### src/rtl/plc_pkg.sv
package plc_pkg;

    typedef enum logic [1:0] {
        MODE_PORT_WR     = 2'b00,
        MODE_PORT_RD     = 2'b01,
        MODE_LOOP_HIDDEN = 2'b10,
        MODE_LOOP_SHOWN  = 2'b11
    } plc_mode_e;

    function automatic plc_mode_e plc_decode(input logic loop_n, input logic dir);
        plc_mode_e m;
        case ({loop_n, dir})
            2'b11:   m = MODE_PORT_WR;
            2'b10:   m = MODE_PORT_RD;
            2'b01:   m = MODE_LOOP_HIDDEN;
            default: m = MODE_LOOP_SHOWN;
        endcase
        return m;
    endfunction

endpackage

### src/rtl/plc_strobe_dec.sv
module plc_strobe_dec
    import plc_pkg::*;
(
    input  logic      sel,
    input  plc_mode_e mode,
    input  logic      ob_empty,
    input  logic      ib_full,
    output logic      ob_rd,
    output logic      ib_wr
);

    logic ob_ok;
    logic ib_ok;

    assign ob_ok = sel && !ob_empty;
    assign ib_ok = sel && !ib_full;

    always_comb begin
        ob_rd = 1'b0;
        ib_wr = 1'b0;
        case (mode)
            MODE_PORT_WR: begin
                ib_wr = ib_ok;
            end
            MODE_PORT_RD: begin
                ob_rd = ob_ok;
            end
            MODE_LOOP_HIDDEN: begin
                // a hidden word has nowhere to go except inward
                ob_rd = ob_ok && ib_ok;
                ib_wr = ob_ok && ib_ok;
            end
            default: begin
                // shown loop: port always takes the word, inbound only if room
                ob_rd = ob_ok;
                ib_wr = ob_ok && !ib_full;
            end
        endcase
    end

endmodule

### src/rtl/plc_wdata_mux.sv
module plc_wdata_mux #(
    parameter int DATA_W = 36
) (
    input  logic              loop_sel,
    input  logic [DATA_W-1:0] port_din,
    input  logic [DATA_W-1:0] ob_rdata,
    output logic [DATA_W-1:0] ib_wdata
);

    assign ib_wdata = loop_sel ? ob_rdata : port_din;

endmodule

### src/rtl/plc_loopback_ctrl.sv
module plc_loopback_ctrl
    import plc_pkg::*;
#(
    parameter int DATA_W = 36
) (
    input  logic              clk,
    input  logic              rst_n,
    input  logic              cs_n,
    input  logic              en,
    input  logic              dir,
    input  logic              loop_n,
    input  logic [DATA_W-1:0] port_din,
    output logic [DATA_W-1:0] port_dout,
    output logic              port_oe,
    input  logic [DATA_W-1:0] ob_rdata,
    input  logic              ob_empty,
    output logic              ob_rd,
    input  logic              ib_full,
    output logic              ib_wr,
    output logic [DATA_W-1:0] ib_wdata
);

    localparam logic [DATA_W-1:0] DOUT_RST = '0;

    typedef struct packed {
        logic [DATA_W-1:0] dout;
    } plc_state_t;

    plc_state_t st_d, st_q;
    plc_mode_e  mode;
    logic       sel;
    logic       shown_rd;

    assign sel  = !cs_n && en;
    assign mode = plc_decode(loop_n, dir);

    plc_strobe_dec u_dec (
        .sel      (sel),
        .mode     (mode),
        .ob_empty (ob_empty),
        .ib_full  (ib_full),
        .ob_rd    (ob_rd),
        .ib_wr    (ib_wr)
    );

    plc_wdata_mux #(.DATA_W(DATA_W)) u_mux (
        .loop_sel (!loop_n),
        .port_din (port_din),
        .ob_rdata (ob_rdata),
        .ib_wdata (ib_wdata)
    );

    assign shown_rd = ob_rd && !dir;

    always_comb begin
        st_d = st_q;
        if (shown_rd) begin
            st_d.dout = ob_rdata;
        end
    end

    always_ff @(posedge clk) begin
        if (!rst_n) begin
            st_q.dout <= DOUT_RST;
        end else begin
            st_q <= st_d;
        end
    end

    assign port_dout = st_q.dout;
    assign port_oe   = !cs_n && !dir;

endmodule

### config.mk
export PLATFORM = sky130hd
export DESIGN_NAME = plc_loopback_ctrl
export DESIGN_NICKNAME = d
export VERILOG_FILES = /design/src/rtl/plc_pkg.sv /design/src/rtl/plc_strobe_dec.sv /design/src/rtl/plc_wdata_mux.sv /design/src/rtl/plc_loopback_ctrl.sv
export SDC_FILE = /design/constraint.sdc
export NUM_CORES = 1
export LEC_CHECK = 0
export BUFFER_PORTS_ARGS = -buffer_cell sky130_fd_sc_hd__buf_2
export CAP_MARGIN = 5
export CORE_ASPECT_RATIO = 1.2
export CORE_MARGIN = 2
export CORE_UTILIZATION = 44
export CTS_BUF_LIST = sky130_fd_sc_hd__clkbuf_8
export CTS_CLUSTER_SIZE = 25
export DETAILED_ROUTE_END_ITERATION = 16
export GPL_TIMING_DRIVEN = 0
export PLACE_DENSITY = 0.92
export SKIP_CTS_REPAIR_TIMING = 1
export SKIP_LAST_GASP = 1
export SLEW_MARGIN = 10
export SYNTH_ARGS = -nofsm -noshare
export SYNTH_HDL_FRONTEND = slang
export SYNTH_SLANG_ARGS = --single-unit
### constraint.sdc
create_clock -name clk -period 2.25 [get_ports clk]
set_input_delay 0.45 -clock clk [delete_from_list [all_inputs] [get_ports clk]]
set_output_delay 0.45 -clock clk [all_outputs]
set_load 0.05 [all_outputs]
==> results.md, run 1 <==
* Initial DRC Count at 60
* Die width at approximately 65 µm
* Worst Max-Slew Pin Slew at approximately 0.45 ns
* Max-slew headroom at 0.702
* Initial Util at 0.457
* Root Buffer: clkbuf_8
* Non-Filler Instances at 420
* Syn Nets at roughly 280
* Post-DR vias/cell at approximately 4.8
* Max reg flops at 36
* Area grow syn2layout at 48.8%
* CTS tree: yes
* Final HPWL DP at between 4000 and 5000 µm
* Ratio of cells with drive above 1 in the final layout at 0.574
* # DRC at 0
* Final worst-path setup slack at roughly 0.13 ns
* Mean Syn Cell Area at approximately 9.5 µm²
* Worst path cell trace: buf_2 -> buf_2 -> buf_2 -> mux2_2 -> buf_2
* H-Tree Level Count at 2
* # setup viols final at 0
* Hold Violations, Final at 0
* Clk slew on worst S/H paths at about 0.070 ns
* Core area at 0.00423 mm²
* Max stage delay on crit path at approximately 0.37 ns
* Cell taking the most area after synthesis: dfxtp_1
* Detailed Route WL at around 5300 µm
* Die H at about 77 µm
* Status: finished, final reports clean
* CTS Buf Count at 5
* GRT Total Usage at 0.208
* Vias at between 2,000 and 2,500
* Clock Tree Buf Depth at 2
* Num rows at 26
* Pre-antenna DRT Iters at 4
* Leak pwr at 1.42 nW
* NumNets Final at approximately 440
* Vias in the first global route at between 1,500 and 2,000
* Routed Antenna Nets at 0
* Cell variety after synth at 15
* Hold Slack at between 0.4 and 0.5 ns
* Synthesized area at between 0.0015 and 0.002 mm²
* Synth warnings at 0
* Worst VDD drop at approximately 0.00050 V
* Synth top area share at 0.373
* Pre-CTS setup slack at ~0.12 ns
* Area of placed instances at 0.00278 mm²
* GP Congestion at between 0.7 and 0.8
* Remaining Overflow, GRT at 0
* Most frequent CP cell: buf_2
* Cell count after placement at about 410
* Initial antenna violation count at 0
* Global-route wire length before repair at between 8000 and 9000 µm
* Total negative slack at 0 ns
* Min-delay worst type: primary input to register
* Setup crit end kind: output pin
* Type of the worst setup path: primary input to output pin
* Worst skew pair latency at roughly 0.27 ns
* Power per cell area at 580 mW/mm²
* Crit share post-route at 0.940
* I/O pin count at roughly 160
* Seq/Total Area, Yosys at 0.373
* Fin area at ~0.0029 mm²
* CTS Sinks at 36
* Post-layout min period at roughly 2.1 ns
* Critical Path RT at approximately 1.8 ns
* Die ar. at just under 0.005 mm²
* Largest net degree at the start of global routing at 11
* Crit path arrival time at approximately 1.7 ns
* Fmax at 473 MHz
* Critical path's slowest cell: mux2_2
* Fin. max-slew vios at 0
* Crit path max fanout at 10
* Unrepaired setup endpoints after global routing: no
* Max-cap violations at 0
* Crit start category: primary input
* Post-synthesis instance total at between 200 and 250
* WL/cell at between 10 and 15 µm
* #FFs+latches synth at 36
* Worst Clk Skew at 0 ns
* PortBufs at 153
* Synth area leaders: dfxtp_1 (37%), mux2_2 (21%), mux2i_1 (19%)
* Ant. Diodes at 0
-- final cells by class --
type / instances / area (µm²)
Buffer: 16 / 123
Sequential cell: 36 / 721
Inverter: 1 / 3.75
Timing Repair Buffer: 153 / 766
Multi-Input combinational cell: 151 / 1100
Tap cell: 56 / 70.1
Fill cell: 366 / 1350
Clock buffer: 7 / 96.3
-- per-stage QoR --
| stage | util | power, W |
|---|---|---|
| 3_3_place_gp | 0.658 | 0.00120 |
| 2_1_floorplan | - | 0.00105 |
| 6_report | 0.681 | 0.00167 |
| 5_1_grt | 0.681 | 0.00174 |
| 3_5_place_dp | 0.658 | 0.00121 |
| 4_1_cts | 0.681 | 0.00168 |
-- synth_stat cells --
master      n
buf_2       5
or2_2       1
buf_6       1
nand2_1    73
clkbuf_1    7
nor4b_2     1
nor2_1      1
buf_12      3
mux2_2     36
inv_1       1
dfxtp_1    36
nor4b_1     1
o21ai_0     1
mux2i_1    36
a2111oi_0   1
-- power by group --
group / switching, W / total (W) / internal, W
clock network: 0.000208 / 0.000481 / 0.000273
logic: 0.000361 / 0.000532 / 0.000171
registers: 0.00000654 / 0.000658 / 0.000651
total: 0.000576 / 0.00167 / 0.00109
-- cells by family after synthesis --
group                  count (synthesis)  synth area share
multiplexers                          72             0.396
AO/OA/AOI/OAI                          2           0.00711
AND/OR/NAND/NOR                       77             0.159
buffers and inverters                 17            0.0653
flip-flops                            36             0.373
-- cell usage in the layout, fill, tap and decap left out --
cell,Yosys,routed
buf_2,5,158
nand2_1,73,73
mux2_2,36,36
mux2i_1,36,36
dfxtp_1,36,36
clkbuf_1,7,7
clkbuf_8,0,7
buf_12,3,3
nor4b_2,1,2
or2_2,1,1
inv_1,1,1
a2111oi_2,0,1
o21ai_0,1,1
nor2_1,1,1
buf_6,1,1
-- worst max-delay path: cells and delay by family --
| kind | cells | cell delay, ns |
|---|---|---|
| mux | 1 | 0.37 |
| buf+inv | 4 | 0.84 |
-- final timing paths --
check / from / end / slack, ns / cells after the start
setup / recovery: loop_n / ib_wdata[11] / 0.13 / 5
setup reg to reg: port_dout[18] / port_dout[18] / 1.64 / 2
hold reg to reg: port_dout[0] / port_dout[0] / 0.45 / 2
hold / removal: ob_rdata[32] / port_dout[32] / 0.43 / 3
-- routing by layer --
metal / wire length [µm] / up-vias / global-route usage
met2: 2910 / 90 / 0.419
met1: 1980 / 929 / 0.211
li1: - / 1005 / -
met3: 319 / 4 / 0.0428
met4: 39 / 0 / 0.0447
met5: 0 / - / 0
No activity file was read; power rests on OpenSTA's default activity.
==> run 2, diff against run 1 <==
--- a/config.mk
+++ b/config.mk
@@ -9,12 +9,13 @@
 export CAP_MARGIN = 5
 export CORE_ASPECT_RATIO = 1.2
 export CORE_MARGIN = 2
-export CORE_UTILIZATION = 44
+export CORE_UTILIZATION = 40
 export CTS_BUF_LIST = sky130_fd_sc_hd__clkbuf_8
 export CTS_CLUSTER_SIZE = 25
 export DETAILED_ROUTE_END_ITERATION = 16
 export GPL_TIMING_DRIVEN = 0
-export PLACE_DENSITY = 0.92
+export PLACE_DENSITY = 0.85
+export RECOVER_POWER = 50
 export SKIP_CTS_REPAIR_TIMING = 1
 export SKIP_LAST_GASP = 1
 export SLEW_MARGIN = 10
==> run 2 against run 1 <==
Sequential share of layout area increased by 0.40 points. Combinational power decreased by 2%. First-iteration DRC count decreased by 37%. Final cell count increased by 0.71%. Cell area decreased by 1.6%. Register-to-register slack about the same. Utilization decreased by 6.8 points. Count of clock-buffer cells in the layout unchanged. Hold slack improved by 0.0017 ns. Routed wire length decreased by 1.1%. Sequential power about the same. Global-route usage decreased by 1.6 points. Largest cell class unchanged.
==> results.md, run 2 (synthesized netlist as in run 1, its figures left out) <==
* Cell family with most CP delay: buffers and inverters
* Fmax at about 470 MHz
* Vias in the first global route at 1,935
* RR Endpoint: port_dout[18]
* Total power at roughly 0.0018 W
* PortBufs at roughly 150
* Min-delay worst type: primary input to register
* Post-layout min period at between 2 and 2.5 ns
* Crit path max fanout at 10
* Worst Clk Skew at 0 ns
* # setup viols final at 0
* Largest net degree at the start of global routing at 12
* Crit start category: primary input
* Reg2reg start: port_dout[18]
* Initial antenna violation count at 0
* Min-delay src: ob_rdata[21]
* Leak pwr at roughly 1.3 nW
* Hold Path End: port_dout[21]
* Worst VDD drop at around 0.00033 V
* Initial DRC Count at 38
* Final HPWL DP at roughly 4300 µm
* Max stage delay on crit path at roughly 0.37 ns
* Pre-CTS setup slack at about 0.11 ns
* Worst path cell trace: buf_2 -> buf_2 -> buf_2 -> mux2_2 -> buf_2
* I/O pin count at around 160
* Routed Antenna Nets at 0
* Global-route wire length before repair at 8080 µm
* CTS Buf Count at 5
* H-Tree Level Count at 2
* FF-to-FF setup slack at about 1.6 ns
* Die H at approximately 80 µm
* WL/cell at ~12 µm
* Worst skew pair latency at between 0.2 and 0.3 ns
* Pre-antenna DRT Iters at 3
* Fin area at 0.00283 mm²
* Critical path's slowest cell: mux2_2
* Detailed Route WL at slightly above 5000 µm
* Root Buffer: clkbuf_8
* Initial Util at 0.418
* Critical Path RT at 1.80 ns
* Max-slew headroom at 0.588
* Post-DR vias/cell at approximately 4.7
* Remaining Overflow, GRT at 0
* Crit share post-route at 0.943
* Ratio of cells with drive above 1 in the final layout at 0.510
* Final worst-path setup slack at around 0.13 ns
* Clk slew on worst S/H paths at 0.07 ns
* Max-cap violations at 0
* Area grow syn2layout at 46.5%
* Type of the worst setup path: primary input to output pin
* Setup crit end kind: output pin
* CTS tree: yes
* Hold Violations, Final at 0
* Crit. path cell count at 5
* Commonest cells after routing, fill and taps aside: buf_2 (137), nand2_1 (73), mux2_2 (36), mux2i_1 (36), dfxtp_1 (36)
* Vias at roughly 2,000
* Fin. max-slew vios at 0
* Clock Tree Buf Depth at 2
* Status: finished, final reports clean
* Unrepaired setup endpoints after global routing: no
* Core area at roughly 0.0046 mm²
* Crit path arrival time at about 1.7 ns
* Most frequent CP cell: buf_2
* CP bufs+invs at 4
* Total negative slack at 0 ns
* Num rows at 27
* Most common cell after layout, fill and taps aside: buf_2
* # DRC at 0
* R2r worst-path depth at 2
* GP Congestion at between 0.7 and 0.8
* GRT Total Usage at 0.191
* Power per cell area at 627 mW/mm²
* CTS Sinks at 36
* Worst Max-Slew Pin Slew at between 0.6 and 0.7 ns
* Max reg flops at 36
* Die ar. at ~0.0054 mm²
* Die width at a little under 70 µm
* Area of placed instances at between 0.002 and 0.003 mm²
* Ant. Diodes at 0
* NumNets Final at 444
* Worst hold stages at 3
[run 2: cell types whose count changed in the layout (fill, tap and decap cells not counted)]
cell and delta:
buf_12 -3, buf_2 -21, buf_6 -1, bufinv_16 +1, clkbuf_1 +22, clkbuf_2 +2, dlymetal6s2s_1 +1, nor4b_1 +1
nor4b_2 -1
[run 2: final cells by class]
cell class,instances,area (µm²)
Sequential cell,36,721
Fill cell,435,1790
Clock buffer,7,96.3
Timing Repair Buffer,153,739
Multi-Input combinational cell,151,1090
Tap cell,58,72.6
Buffer,16,77.6
Inverter,1,3.75
Clock inverter,1,30.0
[run 2: worst max path at each step]
stage,slack [ns],startpoint,to
after floorplan,-0.08,loop_n,ib_wr
after global placement,0.13,loop_n,ib_wdata[4]
after detailed placement,0.11,loop_n,ib_wdata[4]
after CTS,0.11,loop_n,ib_wdata[4]
after global routing,0.03,loop_n,ib_wdata[17]
final,0.13,loop_n,ib_wdata[18]
[run 2: metrics by stage]
stage / util / std cells / hold slack, ns
2_1_floorplan: - / 204 / 0.592
3_3_place_gp: 0.602 / 415 / 0.439
3_5_place_dp: 0.602 / 415 / 0.443
4_1_cts: 0.629 / 423 / 0.419
5_1_grt: 0.612 / 423 / 0.428
6_report: 0.612 / 423 / 0.428
[run 2: power by group]
part	leakage (nW)	total (W)	internal (W)	switching, W
combinational	0.984	0.000521	0.000164	0.000357
clock	0.0645	0.000599	0.000391	0.000208
sequential	0.291	0.000658	0.000651	0.00000644
[run 2: worst reg2reg max path: stages, from the launching register on]
cell and delay, ns:
dfxtp_1 0.33, nand2_1 0.05, mux2i_1 0.16
[run 2: layer usage]
| metal | vias to the layer above | wire, µm | global-route usage |
|---|---|---|---|
| li1 | 1003 | - | - |
| met1 | 902 | 1870 | 0.183 |
| met2 | 90 | 2890 | 0.385 |
| met3 | 2 | 408 | 0.0490 |
| met4 | 0 | 26 | 0.0490 |
| met5 | - | 0 | 0 |
